### src/rtl/trig_xbar_pkg.sv
package trig_xbar_pkg;

  localparam int unsigned DEF_PINS   = 7;
  localparam int unsigned DEF_DATA_W = 8;

  // Width of a select field able to name every pin plus one reserved code.
  function automatic int unsigned sel_width(input int unsigned pins);
    return $clog2(pins + 1);
  endfunction

  // A field drives its pin only when enabled and its select names a real pin.
  function automatic logic field_live(input logic en, input int unsigned sel,
                                      input int unsigned pins);
    return en && (sel < pins);
  endfunction

endpackage

### src/rtl/xbar_stage.sv
module xbar_stage #(
  parameter int unsigned CFG_W = 56
) (
  input  logic             clk,
  input  logic             rst_n,
  input  logic             shift_en,
  input  logic             shift_bit,
  output logic [CFG_W-1:0] stage_q
);

  logic [CFG_W-1:0] stage_d;

  always_comb begin
    stage_d = stage_q;
    if (shift_en) stage_d = {stage_q[CFG_W-2:0], shift_bit};
  end

  always_ff @(posedge clk) begin
    if (!rst_n) stage_q <= '0;
    else        stage_q <= stage_d;
  end

  // a shift write moves the old contents up and appends the serial bit
  assert_shift_in_R2: assert property (@(posedge clk) disable iff (!rst_n)
    shift_en |=> (stage_q[0] == $past(shift_bit)) &&
                 (stage_q[CFG_W-1:1] == $past(stage_q[CFG_W-2:0])));

  // without a shift write the staged pattern holds
  assert_stage_hold_R2: assert property (@(posedge clk) disable iff (!rst_n)
    !shift_en |=> $stable(stage_q));

endmodule

### src/rtl/xbar_active.sv
module xbar_active #(
  parameter int unsigned CFG_W = 56
) (
  input  logic             clk,
  input  logic             rst_n,
  input  logic             commit_en,
  input  logic [CFG_W-1:0] stage_q,
  output logic [CFG_W-1:0] active_q
);

  always_ff @(posedge clk) begin
    if (!rst_n)         active_q <= '0;
    else if (commit_en) active_q <= stage_q;
  end

  // a commit takes the staged pattern seen on that same edge
  assert_commit_copy_R5: assert property (@(posedge clk) disable iff (!rst_n)
    commit_en |=> active_q == $past(stage_q));

  // routing is untouched while no commit happens
  assert_active_hold_R4: assert property (@(posedge clk) disable iff (!rst_n)
    !commit_en |=> $stable(active_q));

endmodule

### src/rtl/xbar_side.sv
module xbar_side #(
  parameter int unsigned N_PINS = 7,
  parameter int unsigned SEL_W  = 3,
  localparam int unsigned FLD_W = SEL_W + 1
) (
  input  logic                    clk,
  input  logic                    rst_n,
  input  logic [N_PINS*FLD_W-1:0] fields,
  input  logic [N_PINS-1:0]       src,
  output logic [N_PINS-1:0]       oe,
  output logic [N_PINS-1:0]       dout
);
  import trig_xbar_pkg::*;

  for (genvar p = 0; p < N_PINS; p++) begin : g_pin
    logic [FLD_W-1:0] fld;
    logic             en;
    logic [SEL_W-1:0] sel;
    logic             live;
    logic             picked;

    assign fld  = fields[p*FLD_W +: FLD_W];
    assign en   = fld[FLD_W-1];
    assign sel  = fld[SEL_W-1:0];
    assign live = field_live(en, int'(sel), N_PINS);

    always_comb begin
      picked = 1'b0;
      for (int j = 0; j < N_PINS; j++) begin
        if (sel == SEL_W'(j)) picked = src[j];
      end
    end

    assign oe[p]   = live;
    assign dout[p] = live & picked;

    // an undriven pin always presents data 0
    assert_idle_low_R9: assert property (@(posedge clk) disable iff (!rst_n)
      !oe[p] |-> !dout[p]);

    // a driven pin never carries the reserved select code
    assert_no_reserved_R8: assert property (@(posedge clk) disable iff (!rst_n)
      oe[p] |-> (int'(fields[p*FLD_W +: SEL_W]) < N_PINS) && fields[p*FLD_W+SEL_W]);
  end

endmodule

### src/rtl/trig_xbar.sv
module trig_xbar #(
  parameter int unsigned N_PINS = trig_xbar_pkg::DEF_PINS,
  parameter int unsigned DATA_W = trig_xbar_pkg::DEF_DATA_W,
  localparam int unsigned SEL_W = trig_xbar_pkg::sel_width(N_PINS),
  localparam int unsigned FLD_W = SEL_W + 1,
  localparam int unsigned HALF  = N_PINS * FLD_W,
  localparam int unsigned CFG_W = 2 * HALF
) (
  input  logic              clk,
  input  logic              rst_n,
  input  logic              wr_shift,
  input  logic              wr_commit,
  input  logic [DATA_W-1:0] wr_data,
  input  logic [N_PINS-1:0] a_in,
  input  logic [N_PINS-1:0] b_in,
  output logic [N_PINS-1:0] a_oe,
  output logic [N_PINS-1:0] a_out,
  output logic [N_PINS-1:0] b_oe,
  output logic [N_PINS-1:0] b_out
);

  logic [CFG_W-1:0] stage_q;
  logic [CFG_W-1:0] active_q;
  logic             serial_bit;
  logic             unused_hi_bits;

  assign serial_bit     = wr_data[0];
  assign unused_hi_bits = ^wr_data[DATA_W-1:1];

  xbar_stage #(.CFG_W(CFG_W)) u_stage (
    .clk      (clk),
    .rst_n    (rst_n),
    .shift_en (wr_shift),
    .shift_bit(serial_bit),
    .stage_q  (stage_q)
  );

  xbar_active #(.CFG_W(CFG_W)) u_active (
    .clk      (clk),
    .rst_n    (rst_n),
    .commit_en(wr_commit),
    .stage_q  (stage_q),
    .active_q (active_q)
  );

  // Upper half of the pattern drives the trigger lines from board pins.
  xbar_side #(.N_PINS(N_PINS), .SEL_W(SEL_W)) u_bus_side (
    .clk   (clk),
    .rst_n (rst_n),
    .fields(active_q[CFG_W-1:HALF]),
    .src   (a_in),
    .oe    (b_oe),
    .dout  (b_out)
  );

  // Lower half drives the board pins from the trigger lines.
  xbar_side #(.N_PINS(N_PINS), .SEL_W(SEL_W)) u_board_side (
    .clk   (clk),
    .rst_n (rst_n),
    .fields(active_q[HALF-1:0]),
    .src   (b_in),
    .oe    (a_oe),
    .dout  (a_out)
  );

  // the cycle after a reset edge nothing is driven
  assert_reset_quiet_R1: assert property (@(posedge clk)
    !rst_n |=> (a_oe == '0) && (b_oe == '0));

  // outputs react only through a commit or an input pin change
  assert_no_route_change_R4: assert property (@(posedge clk) disable iff (!rst_n)
    (!wr_commit && $stable(a_in) && $stable(b_in)) |=>
      $stable(a_oe) && $stable(b_oe));

endmodule

### config.mk
export PLATFORM = sky130hd
export DESIGN_NAME = trig_xbar
export DESIGN_NICKNAME = d
export VERILOG_FILES = /design/src/rtl/trig_xbar_pkg.sv /design/src/rtl/xbar_stage.sv /design/src/rtl/xbar_active.sv /design/src/rtl/xbar_side.sv /design/src/rtl/trig_xbar.sv
export SDC_FILE = /design/constraint.sdc
export NUM_CORES = 1
export LEC_CHECK = 0
export CAP_MARGIN = 20
export CORE_ASPECT_RATIO = 0.5
export CORE_UTILIZATION = 30
export CTS_CLUSTER_SIZE = 8
export DETAILED_ROUTE_END_ITERATION = 6
export PLACE_DENSITY_LB_ADDON = 0.05
export SYNTH_ARGS = -nofsm -noshare
export SYNTH_HDL_FRONTEND = slang
export SYNTH_SLANG_ARGS = --single-unit
### constraint.sdc
create_clock -name clk -period 2.88 [get_ports clk]
set_clock_uncertainty 0.2 [all_clocks]
set_input_delay 0.576 -clock clk [delete_from_list [all_inputs] [get_ports clk]]
set_output_delay 0.576 -clock clk [all_outputs]
set_load 0.02 [all_outputs]
==> flow_metrics.py <==
metrics = {
    "run_status": {
        "run_status": "completed",
    },
    "hold_path": {
        "min_path_type": "reg -> reg",
    },
    "yosys": {
        "syn_nets": 512,
        "synth_cell_types": 14,
        "syn_inst": 486,
        "yosys_warnings": 0,
        "synth-seq-cells": 112,
        "ys_seq_area_share_pct": 42.5,
        "avgSynthCellArea_um2": 10.9,
        "synth_area_mm2": 0.00528,
    },
    "global_routing": {
        "grt_pass1_wl_mm": 18.5,
        "grt.total_usage_pct": 13.2,
        "antenna_found_initial": 0,
        "grt_overflow": 0,
        "grt_max_degree": 89,
        "grt_pass1_vias": 3391,
    },
    "critical_path": {
        "cp_max_fo": 7,
        "slowest_delay_ps": 450,
        "cp.required_ps": 2100,
        "path_class": "in -> out",
        "arrival_ps": 2000,
        "cp_slowest_cell": "clkdlybuf4s50_1",
        "crit_chain": "clkdlybuf4s50_1, buf_4, mux2i_1, o21a_1, a21oi_1, dlygate4sd2_1",
        "critPathLaunchType": "primary input",
        "cp_top_family": "buffers and inverters",
        "cp-end-kind": "output pin",
        "critPathBufInv": 3,
    },
    "floorplanning": {
        "io_pins": 54,
        "initial_core_util_pct": 31.5,
        "dieWidth_um": 190,
        "core_mm2": 0.0168,
        "die-area_mm2": 0.0182,
        "core.rowCount": 33,
        "die_y_um": 95.8,
    },
    "detailed_routing": {
        "drt-initial-drc-count": 179,
        "ant_nets": 0,
        "route.met3.wl_um": 410,
        "wire_per_inst_um": 14.7,
        "wl_met2_mm": 4.68,
        "drt_first_pass_iters": 4,
        "vias": 3400,
        "route.detailed.drc": 0,
        "routed_via_density": 4.53,
        "drt-total-wl_mm": 11.1,
        "wl_met1_mm": 5.89,
        "highest_layer": "met4",
    },
    "timing": {
        "hold_violations": 0,
        "period_share_pct": 96.4,
        "drv_slew": 0,
        "hold_ws_ps": 324,
        "setup_viol": 0,
        "rsz0062_at_grt": "false",
        "worstMarginPinSlew_ps": 433,
        "period_needed_ps": 2780,
        "fmax_mhz": 360,
        "fin_ws_ps": 105,
        "slew_headroom_pct": 71.1,
    },
    "cts": {
        "clockBufferDepth": 2,
        "numClockSinks": 112,
        "clk_pin_slew_ps": 70,
        "htreeDepth": 3,
        "cts_made_buffers": 9,
        "cts_tree": "built",
        "clk_latency_ps": 350,
        "cts_root_buf": "clkbuf_16",
    },
    "final_layout": {
        "final_util_pct": 37.1,
        "stdcell_count": 751,
        "num_antenna_cells": 0,
        "final_cell_area_mm2": 0.00621,
        "drive_above_1_share_pct": 9.73,
        "area_growth_pct": 17.7,
        "fillers": 1688,
        "nets": 546,
    },
    "place": {
        "post_dp_cell_area_mm2": 0.00596,
        "numPortBuffers": 46,
        "hpwl_mm": 7.07,
        "dp_cells": 736,
        "place_ws_ps": -336,
        "gp_congestion": 0.707,
    },
    "power": {
        "max-vdd-ir-drop_uv": 332,
        "cellLeakagePower_nw": 2.32,
        "power_density_mw_per_mm2": 499,
    },
    "run": {
        "drv_cap": 0,
    },
}
-- power breakdown --
part	internal, mW	switching (mW)	total, mW	leakage, nW
Combinational	0.119	0.104	0.223	1.28
Clock	0.760	0.566	1.33	0.143
Sequential	1.55	0.00252	1.55	0.902
Total	2.43	0.672	3.10	2.32
-- registers in the layout, indices dropped and copies added (netlist names) --
name and cells:
u_stage.stage_q 56, u_active.active_q 56
-- path summary, 6_finish.rpt --
| check | from | to | slack (ps) | cells past startpoint |
|---|---|---|---|---|
| setup / recovery | b_in[1] | a_out[3] | 100 | 6 |
| hold / removal | u_stage.stage_q[55] | u_stage.stage_q[55] | 320 | 2 |
| setup reg to reg | u_active.active_q[14] | u_active.active_q[14] | 1950 | 2 |
| hold reg to reg | u_stage.stage_q[55] | u_stage.stage_q[55] | 320 | 2 |
-- cells in the mapped netlist --
cell	n	share of area (%)
buf_4	16	2.3
mux2i_1	126	24
buf_6	8	1.7
dfxtp_1	112	42
mux4_2	14	6.0
nor2b_1	112	13
a21oi_1	14	1.3
o21a_1	14	2.0
a31oi_1	14	1.7
nand3b_1	14	2.0
clkbuf_1	11	0.78
inv_1	14	1.0
o21ai_1	14	1.3
buf_2	3	0.28
-- cell families after synthesis --
family / count (synthesis) / synth area share (%)
mux: 140 / 29.9
simple gates: 126 / 15.3
flops: 112 / 42.5
compound gates: 56 / 6.31
buf+inv: 52 / 6.05
-- per-layer routing --
metal	vias to the layer above	track usage, %
li1	1756	-
met1	1587	18.4
met2	48	19.9
met3	9	3.76
met4	0	3.23
met5	-	0
-- layout by cell type, fill, tap and decap left out, drive strengths merged --
master and instances:
a21oi 14, a31oi 14, buf 23, bufinv 2, clkbuf 14, clkdlybuf4s50 25, clkinvlp 1, dfxtp 112
dlygate4sd2 11, inv 14, mux2i 126, mux4 14, nand3b 14, nor2b 112, o21a 14, o21ai 14
-- what timing repair did --
action,4_1_cts,5_1_grt
hold buffers,0,0
cloned,0,0
resized for setup,30,7
setup endpoints to repair,14,7
setup buffers,0,0
pin swaps,0,0
-- worst reg2reg max path, cell delays in order, from the launching register on --
cell and delay, ps:
dfxtp_1 460, mux2i_1 110, nor2b_1 110
-- through the flow --
stage | TNS [ps] | power [mW]
2_1_floorplan | 0 | 1.73
3_5_place_dp | -3890 | 1.82
4_1_cts | 0 | 3.17
5_1_grt | 0 | 3.23
3_3_place_gp | -3950 | 1.82
6_report | 0 | 3.10
-- final cells by class --
cell class | instances | area, µm² | share of cell area (%)
clock buffers | 12 | 236 | 3.81
clock inverters | 3 | 67.6 | 1.09
inverters | 14 | 52.6 | 0.846
multi-input cells | 322 | 2720 | 43.7
flip-flops and latches | 112 | 2240 | 36.1
well taps | 227 | 284 | 4.57
repair buffers | 61 | 614 | 9.89
No activity file was read; power rests on OpenSTA's default activity.
